File: src/rtl/opr_pkg.sv
`timescale 1ns/1ps
// Package: bit positions of the operate word and the decoded control struct.
// Assumes the decoded field occupies the low USED_BITS bits of the word.
package opr_pkg;

    localparam int unsigned BIT_CLA   = 0;
    localparam int unsigned BIT_CLL   = 1;
    localparam int unsigned BIT_CMA   = 2;
    localparam int unsigned BIT_CML   = 3;
    localparam int unsigned BIT_IAC   = 4;
    localparam int unsigned BIT_RAL   = 5;
    localparam int unsigned BIT_RAR   = 6;
    localparam int unsigned BIT_SMA   = 7;
    localparam int unsigned BIT_SZA   = 8;
    localparam int unsigned BIT_SNL   = 9;
    localparam int unsigned BIT_OSR   = 10;
    localparam int unsigned BIT_HLT   = 11;
    localparam int unsigned USED_BITS = 12;

    typedef struct packed {
        logic hlt;
        logic osr;
        logic snl;
        logic sza;
        logic sma;
        logic rar;
        logic ral;
        logic iac;
        logic cml;
        logic cma;
        logic cll;
        logic cla;
    } opr_ctrl_t;

    // Split the decoded field of a word into named enables.
    function automatic opr_ctrl_t decode_word(input logic [USED_BITS-1:0] w);
        opr_ctrl_t c;
        c.cla = w[BIT_CLA];
        c.cll = w[BIT_CLL];
        c.cma = w[BIT_CMA];
        c.cml = w[BIT_CML];
        c.iac = w[BIT_IAC];
        c.ral = w[BIT_RAL];
        c.rar = w[BIT_RAR];
        c.sma = w[BIT_SMA];
        c.sza = w[BIT_SZA];
        c.snl = w[BIT_SNL];
        c.osr = w[BIT_OSR];
        c.hlt = w[BIT_HLT];
        return c;
    endfunction

endpackage

File: src/rtl/opr_clear_cmp.sv
`timescale 1ns/1ps
// Stage one and two of the operate sequence: clear, then complement.
// Purely combinational; assumes the enables are already decoded.
module opr_clear_cmp #(
    parameter int unsigned DATA_W = 16
) (
    input  logic              cla_i,
    input  logic              cll_i,
    input  logic              cma_i,
    input  logic              cml_i,
    input  logic [DATA_W-1:0] ac_i,
    input  logic              link_i,
    output logic [DATA_W-1:0] ac_o,
    output logic              link_o
);

    logic [DATA_W-1:0] ac_clr;
    logic              link_clr;

    // Clear step: zero AC and/or L when enabled.
    always_comb begin
        ac_clr   = cla_i ? '0   : ac_i;
        link_clr = cll_i ? 1'b0 : link_i;
    end

    // Complement step: invert the cleared values when enabled.
    always_comb begin
        ac_o   = cma_i ? ~ac_clr   : ac_clr;
        link_o = cml_i ? ~link_clr : link_clr;
    end

endmodule

File: src/rtl/opr_incr.sv
`timescale 1ns/1ps
// Increment stage: adds one to AC; a carry out of the top bit inverts L.
// Purely combinational.
module opr_incr #(
    parameter int unsigned DATA_W = 16
) (
    input  logic              iac_i,
    input  logic [DATA_W-1:0] ac_i,
    input  logic              link_i,
    output logic [DATA_W-1:0] ac_o,
    output logic              link_o
);

    localparam int unsigned SUM_W = DATA_W + 1;

    logic [SUM_W-1:0] sum;

    // Form the widened sum so the carry is visible.
    always_comb begin
        sum = {1'b0, ac_i} + SUM_W'(1);
    end

    // Select incremented or passed value and fold the carry into L.
    always_comb begin
        if (iac_i) begin
            ac_o   = sum[DATA_W-1:0];
            link_o = link_i ^ sum[DATA_W];
        end else begin
            ac_o   = ac_i;
            link_o = link_i;
        end
    end

endmodule

File: src/rtl/opr_rotate.sv
`timescale 1ns/1ps
// Rotate stage over the combined {L, AC} value, one position either way.
// Both directions enabled together cancel out and pass the value unchanged.
module opr_rotate #(
    parameter int unsigned DATA_W = 16
) (
    input  logic              left_i,
    input  logic              right_i,
    input  logic [DATA_W-1:0] ac_i,
    input  logic              link_i,
    output logic [DATA_W-1:0] ac_o,
    output logic              link_o
);

    localparam int unsigned CW = DATA_W + 1;

    logic [CW-1:0] wide;
    logic [CW-1:0] rot_l;
    logic [CW-1:0] rot_r;
    logic [CW-1:0] result;

    // Build both rotated candidates of the combined value.
    always_comb begin
        wide  = {link_i, ac_i};
        rot_l = {wide[CW-2:0], wide[CW-1]};
        rot_r = {wide[0], wide[CW-1:1]};
    end

    // Pick the candidate from the two direction enables.
    always_comb begin
        unique case ({left_i, right_i})
            2'b10:   result = rot_l;
            2'b01:   result = rot_r;
            default: result = wide;
        endcase
        link_o = result[CW-1];
        ac_o   = result[DATA_W-1:0];
    end

endmodule

File: src/rtl/opr_skip_eval.sv
`timescale 1ns/1ps
// Skip evaluation on the final AC and L: any enabled true test requests a skip.
module opr_skip_eval #(
    parameter int unsigned DATA_W = 16
) (
    input  logic              sma_i,
    input  logic              sza_i,
    input  logic              snl_i,
    input  logic [DATA_W-1:0] ac_i,
    input  logic              link_i,
    output logic              skip_o
);

    logic neg_hit;
    logic zero_hit;
    logic link_hit;

    // Evaluate each test and OR the enabled ones.
    always_comb begin
        neg_hit  = sma_i & ac_i[DATA_W-1];
        zero_hit = sza_i & (ac_i == '0);
        link_hit = snl_i & link_i;
        skip_o   = neg_hit | zero_hit | link_hit;
    end

endmodule

File: src/rtl/opr_micro_unit.sv
`timescale 1ns/1ps
// Top: decodes an operate word, chains the action stages in their fixed
// order and registers AC, L, skip, halt and a completion pulse on start.
// Assumes WORD_W >= opr_pkg::USED_BITS; upper word bits are ignored.
module opr_micro_unit #(
    parameter int unsigned DATA_W = 16,
    parameter int unsigned WORD_W = 16
) (
    input  logic              clk_i,
    input  logic              rst_ni,
    input  logic              start_i,
    input  logic [WORD_W-1:0] word_i,
    input  logic [DATA_W-1:0] ac_i,
    input  logic              link_i,
    input  logic [DATA_W-1:0] switch_i,
    output logic [DATA_W-1:0] ac_o,
    output logic              link_o,
    output logic              skip_o,
    output logic              halt_o,
    output logic              done_o
);

    import opr_pkg::*;

    localparam int unsigned HI_W = WORD_W - USED_BITS;

    opr_ctrl_t         ctrl;
    logic [DATA_W-1:0] ac_s1, ac_s2, ac_s3, ac_fin;
    logic              link_s1, link_s2, link_s3;
    logic              skip_nxt;
    logic              unused_hi;

    logic [DATA_W-1:0] ac_q;
    logic              link_q, skip_q, halt_q, done_q;

    // Decode the low field; upper bits reduced into an intentionally unused net.
    always_comb begin
        ctrl      = decode_word(word_i[USED_BITS-1:0]);
        unused_hi = ^word_i[WORD_W-1:WORD_W-HI_W];
    end

    opr_clear_cmp #(.DATA_W(DATA_W)) u_clear_cmp (
        .cla_i  (ctrl.cla),
        .cll_i  (ctrl.cll),
        .cma_i  (ctrl.cma),
        .cml_i  (ctrl.cml),
        .ac_i   (ac_i),
        .link_i (link_i),
        .ac_o   (ac_s1),
        .link_o (link_s1)
    );

    opr_incr #(.DATA_W(DATA_W)) u_incr (
        .iac_i  (ctrl.iac),
        .ac_i   (ac_s1),
        .link_i (link_s1),
        .ac_o   (ac_s2),
        .link_o (link_s2)
    );

    opr_rotate #(.DATA_W(DATA_W)) u_rotate (
        .left_i  (ctrl.ral),
        .right_i (ctrl.rar),
        .ac_i    (ac_s2),
        .link_i  (link_s2),
        .ac_o    (ac_s3),
        .link_o  (link_s3)
    );

    // Switch merge step, last of the AC actions.
    always_comb begin
        ac_fin = ctrl.osr ? (ac_s3 | switch_i) : ac_s3;
    end

    opr_skip_eval #(.DATA_W(DATA_W)) u_skip (
        .sma_i  (ctrl.sma),
        .sza_i  (ctrl.sza),
        .snl_i  (ctrl.snl),
        .ac_i   (ac_fin),
        .link_i (link_s3),
        .skip_o (skip_nxt)
    );

    // Result register: capture on an accepted start, hold otherwise.
    always_ff @(posedge clk_i) begin
        if (!rst_ni) begin
            ac_q   <= '0;
            link_q <= 1'b0;
            skip_q <= 1'b0;
            halt_q <= 1'b0;
            done_q <= 1'b0;
        end else begin
            done_q <= 1'b0;
            if (start_i && !halt_q) begin
                ac_q   <= ac_fin;
                link_q <= link_s3;
                skip_q <= skip_nxt;
                halt_q <= ctrl.hlt;
                done_q <= 1'b1;
            end
        end
    end

    // Drive the ports from the registers.
    always_comb begin
        ac_o   = ac_q;
        link_o = link_q;
        skip_o = skip_q;
        halt_o = halt_q;
        done_o = done_q;
    end

endmodule

File: config.mk
export PLATFORM = sky130hd
export DESIGN_NAME = opr_micro_unit
export DESIGN_NICKNAME = d
export VERILOG_FILES = /design/src/rtl/opr_pkg.sv /design/src/rtl/opr_clear_cmp.sv /design/src/rtl/opr_incr.sv /design/src/rtl/opr_rotate.sv /design/src/rtl/opr_skip_eval.sv /design/src/rtl/opr_micro_unit.sv
export SDC_FILE = /design/constraint.sdc
export NUM_CORES = 1
export LEC_CHECK = 0
export BUFFER_PORTS_ARGS = -buffer_cell sky130_fd_sc_hd__clkbuf_2
export CORE_UTILIZATION = 48
export DETAILED_ROUTE_END_ITERATION = 16
export PLACE_DENSITY = 0.74
export SLEW_MARGIN = 10
export SYNTH_ARGS = -nofsm -noshare
export SYNTH_HDL_FRONTEND = slang
export SYNTH_SLANG_ARGS = --single-unit
File: constraint.sdc
create_clock -name clk_i -period 3.3 [get_ports clk_i]
set_input_delay 0.165 -clock clk_i [delete_from_list [all_inputs] [get_ports clk_i]]
set_output_delay 0.165 -clock clk_i [all_outputs]
set_load 0.01 [all_outputs]
==> results of run 1 <==
[final timing paths]
path                          endpoint                 start
setup / recovery   skip_o$_SDFFE_PN0P_             word_i[0]
hold / removal     halt_o$_SDFFE_PN0P_            word_i[11]
setup reg to reg   skip_o$_SDFFE_PN0P_   halt_o$_SDFFE_PN0P_
hold reg to reg   ac_o[9]$_SDFFE_PN0P_  ac_o[9]$_SDFFE_PN0P_
[layer usage]
| metal | vias to the layer above | global-route usage | wire [um] |
|---|---|---|---|
| li1 | 1345 | - | - |
| met1 | 1244 | 0.3877 | 3225 |
| met2 | 131 | 0.4136 | 3183 |
| met3 | 8 | 0.05525 | 527 |
| met4 | 0 | 0.04139 | 44 |
| met5 | - | 0 | 0 |
[per-stage QoR]
| step | std cells | area [um2] |
|---|---|---|
| after floorplan | 325 | 2435 |
| after global placement | 440 | 2786 |
| after detailed placement | 440 | 2786 |
| after CTS | 444 | 2841 |
| after global routing | 444 | 2841 |
| final | 444 | 2841 |
[layout make-up]
class                   count  area, um2  share of cell area
repair buffers             76      402.9              0.1418
clock buffers               4      55.05             0.01937
well taps                  67      83.83             0.02950
multi-input cells         269       1869              0.6579
inverters                   8      30.03             0.01057
flip-flops and latches     20      400.4              0.1409
[cell usage in the layout (no fill, tap or decap), types with 3 or more instances in the layout]
cell type,instances
a211oi_1,6
a21boi_0,3
a21oi_1,22
a221oi_1,8
a22oi_1,8
a311oi_1,3
and2_1,8
and3_1,3
and4_1,5
buf_4,9
clkbuf_2,67
clkbuf_8,4
dfxtp_1,20
ha_1,3
inv_1,8
mux2i_1,4
nand2_1,30
nand2b_1,4
nand3_1,9
nand4_1,4
nor2_1,23
nor2b_1,13
nor3b_1,4
nor4_1,5
o211a_1,5
o211ai_1,8
o21ai_0,16
o21bai_1,3
o221ai_1,4
xnor2_1,15
xor2_1,4
[state kept, by name, indices dropped and copies added (netlist names)]
signal  cells
ac_o       16
skip_o      1
done_o      1
halt_o      1
link_o      1
[power by group through the flow]
stage | registers (mW) | clock network [mW] | logic [mW]
finish | 0.275 | 0.186 | 0.382
floorplan | 0.291 | 0 | 0.249
detailed placement | 0.280 | 0 | 0.375
CTS | 0.275 | 0.190 | 0.377
global route | 0.278 | 0.197 | 0.419
global placement | 0.279 | 0 | 0.369
[synth_stat cells (2+ instances only)]
master,number
nand2_1,30
o21bai_1,3
and3_1,3
nor2b_1,13
a221o_1,2
and4_1,5
nand4_1,4
a31o_2,2
o22ai_1,2
xnor2_1,15
nor3b_1,4
dfxtp_1,20
nand2b_1,4
a21boi_0,3
o211a_1,5
o21ai_0,16
a211oi_1,6
nor2_1,23
a22oi_1,8
a2bb2oi_1,2
buf_6,2
nor4_1,5
ha_1,3
inv_1,8
o21ai_1,2
clkbuf_1,15
a32oi_1,2
buf_2,9
nor4b_1,2
a221oi_1,8
nand3_1,9
a21oi_1,22
and3b_1,2
a221oi_2,2
o211ai_1,8
mux2i_1,4
nand4b_1,2
and2_1,8
xnor3_1,2
or3b_2,2
xor2_1,4
o221ai_1,4
a311oi_1,3
[critical path: stages]
cell and delay, ns:
clkbuf_2 0.10, nand2b_1 0.18, xnor2_1 0.16, ha_1 0.20
and2_1 0.19, buf_4 0.16, a32oi_1 0.24, a221oi_2 0.49
mux2i_1 0.24, o211ai_1 0.18, a2111oi_2 0.40, nand4_1 0.15
o41ai_2 0.21
[cell families (layout without fill, tap and decap cells)]
group / Yosys count / in the layout / share of synthesized area
AND/OR/NAND/NOR: 125 / 125 / 0.2924
adder cells (fa/ha/maj): 3 / 3 / 0.01542
XOR/XNOR: 21 / 21 / 0.08684
buffers and inverters: 36 / 88 / 0.06783
flip-flops: 20 / 20 / 0.1644
multiplexers: 4 / 4 / 0.01644
AO/OA/AOI/OAI: 116 / 116 / 0.3566
==> results.json, run 1 <==
{
  "yosysUniqueCellTypes": 70,
  "maxCapViolCount": 0,
  "yosysSeqAreaShare": 0.1644,
  "peakVddDrop_mv": 0.2210,
  "io_pins": 72,
  "grt_usage": 0.2678,
  "port_buffers": 67,
  "ys_async_sr_fraction": 0,
  "syn_to_final_growth_pct": 16.70,
  "die_area_um2": 5361,
  "synth_area_um2": 2435,
  "comb_power_share": 0.454,
  "via_per_inst": 6.144,
  "rows": 25,
  "antenna_cells": 0,
  "fmax_mhz": 343.2,
  "cts_setup_buffers": 0,
  "drt-initial-drc-count": 383,
  "hold_buffers": 0,
  "grt_pass1_wl_mm": 11.31,
  "hold_depth": 3,
  "post-place-ws_ns": 0.2169,
  "synthFlopType": "dfxtp_1",
  "drc_errors": 0,
  "cts_tree": "done",
  "routedWlPerCell_um": 15.72,
  "die_h_um": 73.22,
  "p_total_uw": 842.7,
  "place_hpwl_mm": 5.300,
  "ys_ff_latch": 20,
  "layout_min_cycle_time_ns": 2.914,
  "holdWs_ns": 0.1673,
  "finClkSkew_ns": 0.004595,
  "clkSinkCount": 20,
  "drt-pass1-iter-count": 5,
  "outcome": "finished clean",
  "synth_top_area_cell": "dfxtp_1",
  "r2r_cells": 7,
  "syn_inst": 325,
  "min_period_over_period": 0.8829,
  "critPathCaptureType": "flip-flop",
  "yosysWarnings": 0,
  "p_per_area_nw_per_um2": 296.6,
  "synth_top_cells_by_area": "dfxtp_1 16%, xnor2_1 5.4%, nand2_1 4.6%, a21oi_1 4.5%, nor2_1 3.5%",
  "coreArea_um2": 4817,
  "die_width_um": 73.22,
  "slew_viol_final": 0,
  "layout_setup_ws_ns": 0.3864,
  "synth-edff-count": 0,
  "drive_gt1_frac": 0.2573,
  "fin_util": 0.5899,
  "p_seq_frac": 0.326,
  "netSwitchingPower_uw": 313.2,
  "antenna_found_initial": 0,
  "final_net_count": 433,
  "min_path_type": "input port to flip-flop",
  "cts_root_buf": "clkbuf_8",
  "relSlewSlack": 0.5887,
  "drtAntennaViolNets": 0,
  "tns_ns": 0,
  "synth.top_cell.area_share": 0.1644,
  "start_kind": "input port",
  "hold_violations": 0,
  "arrival_ns": 3.08,
  "clk_pin_slew_ns": 0.07,
  "syn_area_per_cell_um2": 7.492,
  "internal_power_uw": 529.5,
  "power_leakage_nw": 1.169,
  "worst_slew_pin_slew_ns": 0.6170,
  "clockBufferDepth": 2,
  "numCtsBuffers": 3,
  "grt_max_degree": 30,
  "path_max_fanout": 5,
  "synth_nets": 380,
  "htreeDepth": 1,
  "critPathRequiredTime_ns": 3.46,
  "globalplace.congestion": 0.8562,
  "r2r_setup_slack_ns": 1.05,
  "clkPwrFrac": 0.220,
  "setup_violations": 0,
  "clkLatencyLatePin_ns": 0.26,
  "grt_pass1_vias": 2393,
  "nFillCells": 482,
  "drt-total-wl_mm": 6.980,
  "switching_share": 0.3717,
  "grt_overflow": 0,
  "vias": 2728,
  "initial_utilization": 0.5055,
  "crit_type": "input port to flip-flop",
  "postCtsResizedCells": 0,
  "rsz0062_at_grt": "no"
}
No activity file was read; power rests on OpenSTA's default activity.
==> run 2: changes to the inputs <==
CORE_UTILIZATION = 57   (was 48)
PLACE_DENSITY = 0.83   (was 0.74)
clock period = 3.6 ns   (was 3.3 ns; I/O delays follow)
==> results.json, run 2 (synthesis results as in run 1) <==
{
  "outcome": "finished clean",
  "path_max_fanout": 6,
  "max_stage_delay_ns": 0.55,
  "clockBufferDepth": 2,
  "slew_viol_final": 0,
  "cts_root_buf": "clkbuf_8",
  "grt_usage": 0.3052,
  "rsz0062_at_grt": "no",
  "die_h_um": 67.36,
  "place_hpwl_mm": 5.133,
  "p_total_uw": 741.8,
  "layout_setup_ws_ns": 0.5941,
  "r2r_setup_slack_ns": 1.36,
  "grt_pass1_wl_mm": 10.80,
  "r2r_cells": 7,
  "antenna_found_initial": 0,
  "rows": 23,
  "postCtsResizedCells": 0,
  "critPathRequiredTime_ns": 3.77,
  "multiInputGateArea_um2": 1869,
  "min_period_over_period": 0.8350,
  "finClkSkew_ns": 0.0007315,
  "fmax_mhz": 332.7,
  "port_buffers": 67,
  "initial_utilization": 0.6001,
  "timing.rr.start": "halt_o$_SDFFE_PN0P_",
  "critPathCaptureType": "flip-flop",
  "setup_violations": 0,
  "worst_slew_pin_slew_ns": 0.6025,
  "cts_tree": "done",
  "clk_pin_slew_ns": 0.07,
  "tns_ns": 0,
  "largest_reg_flops": 16,
  "rr_endpoint": "skip_o$_SDFFE_PN0P_",
  "drtAntennaViolNets": 0,
  "routedWlPerCell_um": 16.17,
  "globalplace.congestion": 0.9383,
  "htreeDepth": 1,
  "die_area_um2": 4537,
  "drive_gt1_frac": 0.2473,
  "relSlewSlack": 0.5983,
  "drt-initial-drc-count": 392,
  "min_path_type": "input port to flip-flop",
  "clkSinkCount": 20,
  "drt-total-wl_mm": 6.824,
  "numCtsBuffers": 3,
  "drc_errors": 0,
  "grt_overflow": 0,
  "nFillCells": 369,
  "seqCellArea_um2": 400.4,
  "setup.worst_path.end": "skip_o$_SDFFE_PN0P_",
  "final_cell_mix": "67 x clkbuf_2, 30 x nand2_1, 23 x nor2_1",
  "die_width_um": 67.36,
  "maxCapViolCount": 0,
  "grt_max_degree": 34,
  "crit_type": "input port to flip-flop",
  "via_per_inst": 6.765,
  "p_per_area_nw_per_um2": 267.2,
  "power_leakage_nw": 1.142,
  "drt-pass1-iter-count": 6,
  "crit_path_start": "word_i[0]",
  "final_common_cell": "clkbuf_2",
  "holdWs_ns": 0.1718,
  "grt_pass1_vias": 2359,
  "hold_buffers": 0,
  "io_pins": 72,
  "start_kind": "input port",
  "worstPathCellList": "clkbuf_2 -> nand2b_1 -> xnor2_1 -> ha_1 -> and2_1 -> xnor3_1 -> a22oi_1 -> o211ai_1 -> or4_1 -> a2111oi_2 -> nand4_1 -> o41ai_2",
  "cts_setup_buffers": 0,
  "final_net_count": 429,
  "hold_violations": 0,
  "place_area_um2": 2735,
  "peakVddDrop_mv": 0.1716,
  "layout_min_cycle_time_ns": 3.006,
  "vias": 2855,
  "cp_slowest_cell": "or4_1",
  "arrival_ns": 3.17,
  "stdcell_area_um2": 2776,
  "coreArea_um2": 4058,
  "clkLatencyLatePin_ns": 0.25,
  "syn_to_final_growth_pct": 14.03,
  "post-place-ws_ns": 0.3814,
  "antenna_cells": 0
}
-- run 2: cell count changes in the layout (fill, tap and decap cells not counted) --
cell      before  now
buf_4          9    5
clkbuf_8       4    3
-- run 2: per-stage QoR --
| stage | utilization | std cells |
|---|---|---|
| after floorplan | - | 325 |
| after CTS | 0.6842 | 422 |
| after global placement | 0.6741 | 419 |
| final | 0.6842 | 422 |
| after detailed placement | 0.6741 | 419 |
| after global routing | 0.6842 | 422 |
-- run 2: worst min path at each step --
| stage | start | to | slack (ns) | depth (start not counted) |
|---|---|---|---|---|
| finish | word_i[11] | halt_o$_SDFFE_PN0P_ | 0.17 | 3 |
| floorplan | word_i[11] | halt_o$_SDFFE_PN0P_ | 0.34 | 2 |
| global placement | word_i[11] | halt_o$_SDFFE_PN0P_ | 0.43 | 3 |
| detailed placement | word_i[11] | halt_o$_SDFFE_PN0P_ | 0.44 | 3 |
| global route | word_i[11] | halt_o$_SDFFE_PN0P_ | 0.20 | 3 |
| CTS | word_i[11] | halt_o$_SDFFE_PN0P_ | 0.17 | 3 |
-- run 2: metal layers --
metal  wire [um]  vias to the layer above  GRT usage
li1            -                     1337          -
met1        2998                     1313     0.4503
met2        3086                      194     0.4638
met3         645                       11    0.04054
met4          93                        0    0.06915
met5           0                        -          0
-- run 2: final cells by class --
class,count,share of cell area
multi-input combinational,269,0.6733
timing repair buffer,72,0.1343
clock buffer,3,0.01487
sequential,20,0.1442
inverter,8,0.01082
tap,50,0.02253
-- run 2: power by group --
group	switching, mW	leakage [nW]	internal (mW)
registers	0.0101	0.166	0.242
logic	0.204	0.954	0.142
clock network	0.0683	0.0216	0.0745
-- run 2: worst max-delay path: cells and delay by family --
kind / cells / cell delay, ns
AOI/OAI and AO/OA: 4 / 0.91
xor gates and xnor gates: 2 / 0.58
adders and majority gates: 1 / 0.22
buffers and inverters: 1 / 0.10
and+or+nand+nor: 4 / 1.17
==> run 3: changes to the inputs <==
CORE_UTILIZATION = 53   (was 57)
PLACE_DENSITY = 0.78   (was 0.83)
clock period = 2.78 ns   (was 3.6 ns; I/O delays follow)
==> results.json, run 3 (synthesis results as in run 1) <==
{
  "outcome": "finished clean",
  "fin_util": 0.6775,
  "via_per_inst": 6.455,
  "die_area_um2": 4869,
  "numPlacedInstances": 436,
  "drt-pass1-iter-count": 5,
  "rows": 24,
  "postCtsResizedCells": 0,
  "slew_viol_final": 0,
  "clockBufferDepth": 2,
  "fmax_mhz": 391.9,
  "antenna_cells": 0,
  "largest_reg_flops": 16,
  "io_pins": 72,
  "hold_violations": 0,
  "grt_overflow": 0,
  "grt_usage": 0.2976,
  "tns_ns": 0,
  "clk_pin_slew_ns": 0.08,
  "numCtsBuffers": 3,
  "wl_met3_um": 584,
  "htreeDepth": 1,
  "min_path_type": "input port to flip-flop",
  "post-place-ws_ns": -0.08120,
  "clkLatencyLatePin_ns": 0.26,
  "grt_max_degree": 34,
  "critPathRequiredTime_ns": 2.95,
  "syn_to_final_growth_pct": 21.99,
  "layout_setup_ws_ns": 0.2284,
  "antenna_found_initial": 0,
  "cts_root_buf": "clkbuf_8",
  "port_buffers": 67,
  "maxCapViolCount": 0,
  "grt_pass1_vias": 2498,
  "final_cell_mix": "67 x clkbuf_2, 30 x nand2_1, 23 x nor2_1",
  "grt_pass1_wl_mm": 11.94,
  "final_net_count": 444,
  "r2r_setup_slack_ns": 0.92,
  "crit_type": "input port to flip-flop",
  "worst_slew_pin_slew_ns": 0.4624,
  "wl_met2_mm": 3.327,
  "setup_violations": 0,
  "path_max_fanout": 3,
  "initial_utilization": 0.5554,
  "die_h_um": 69.78,
  "hold_buffers": 0,
  "timing.rr.start": "halt_o$_SDFFE_PN0P_",
  "setup.worst_path.end": "skip_o$_SDFFE_PN0P_",
  "drt-total-wl_mm": 7.258,
  "r2r_cells": 6,
  "drive_gt1_frac": 0.2887,
  "coreArea_um2": 4384,
  "final_common_cell": "clkbuf_2",
  "arrival_ns": 2.72,
  "rr_endpoint": "skip_o$_SDFFE_PN0P_",
  "cts_tree": "done",
  "critPathCaptureType": "flip-flop",
  "finClkSkew_ns": 0.001411,
  "layout_min_cycle_time_ns": 2.552,
  "holdWs_ns": 0.1265,
  "clkSinkCount": 20,
  "crit_path_start": "word_i[0]",
  "min_period_over_period": 0.9178,
  "cts_setup_buffers": 0,
  "rsz0062_at_grt": "no",
  "met1_length_mm": 3.265,
  "start_kind": "input port",
  "top_layer_used": "met4",
  "vias": 2840,
  "power_leakage_nw": 1.258,
  "peakVddDrop_mv": 0.2391,
  "globalplace.congestion": 1.014,
  "fin_cells": 440,
  "routedWlPerCell_um": 16.50,
  "place_hpwl_mm": 5.507,
  "drt-initial-drc-count": 246,
  "drtAntennaViolNets": 0,
  "relSlewSlack": 0.6917,
  "die_width_um": 69.78,
  "p_per_area_nw_per_um2": 372.6,
  "drc_errors": 0
}
run 3: routing by layer:
| metal | vias up | GRT usage |
|---|---|---|
| li1 | 1367 | - |
| met1 | 1309 | 0.4272 |
| met2 | 154 | 0.4658 |
| met3 | 10 | 0.05378 |
| met4 | 0 | 0.06000 |
| met5 | - | 0 |
run 3: final cells by class:
| cell class | instances | area [um2] |
|---|---|---|
| sequential | 20 | 400.4 |
| clock inverter | 1 | 30.03 |
| tap | 52 | 65.06 |
| clock buffer | 3 | 41.29 |
| fill | 413 | 1414 |
| multi-input combinational | 269 | 1906 |
| inverter | 8 | 30.03 |
| timing repair buffer | 87 | 498.0 |
run 3: where the power goes:
group | leakage [nW] | internal (mW) | switching [mW]
Clock | 0.0357 | 0.192 | 0.101
Sequential | 0.166 | 0.313 | 0.0136
Combinational | 1.06 | 0.211 | 0.276
Total | 1.26 | 0.716 | 0.391
run 3: metrics by stage:
stage | power [mW] | cell area (um2)
after global placement | 0.7978 | 2880
after detailed placement | 0.8062 | 2880
after floorplan | 0.6451 | 2461
after global routing | 1.169 | 2970
final | 1.107 | 2970
after CTS | 1.095 | 2952
run 3: critical path, cell delays in order:
cell,delay [ns]
clkbuf_2,0.10
nand2b_1,0.19
xnor2_2,0.15
ha_2,0.21
and2_1,0.20
xnor3_1,0.28
a22oi_1,0.19
o21ai_1,0.10
or4_1,0.53
a2111oi_2,0.23
nand4_1,0.17
o41ai_2,0.22
run 3: how the worst min path moves through the flow:
stage,startpoint,end,cells past startpoint,slack [ns]
after floorplan,word_i[11],halt_o$_SDFFE_PN0P_,2,0.30
after global placement,word_i[11],halt_o$_SDFFE_PN0P_,3,0.39
after detailed placement,word_i[11],halt_o$_SDFFE_PN0P_,3,0.40
after CTS,word_i[11],halt_o$_SDFFE_PN0P_,3,0.13
after global routing,word_i[11],halt_o$_SDFFE_PN0P_,3,0.14
final,word_i[11],halt_o$_SDFFE_PN0P_,3,0.13
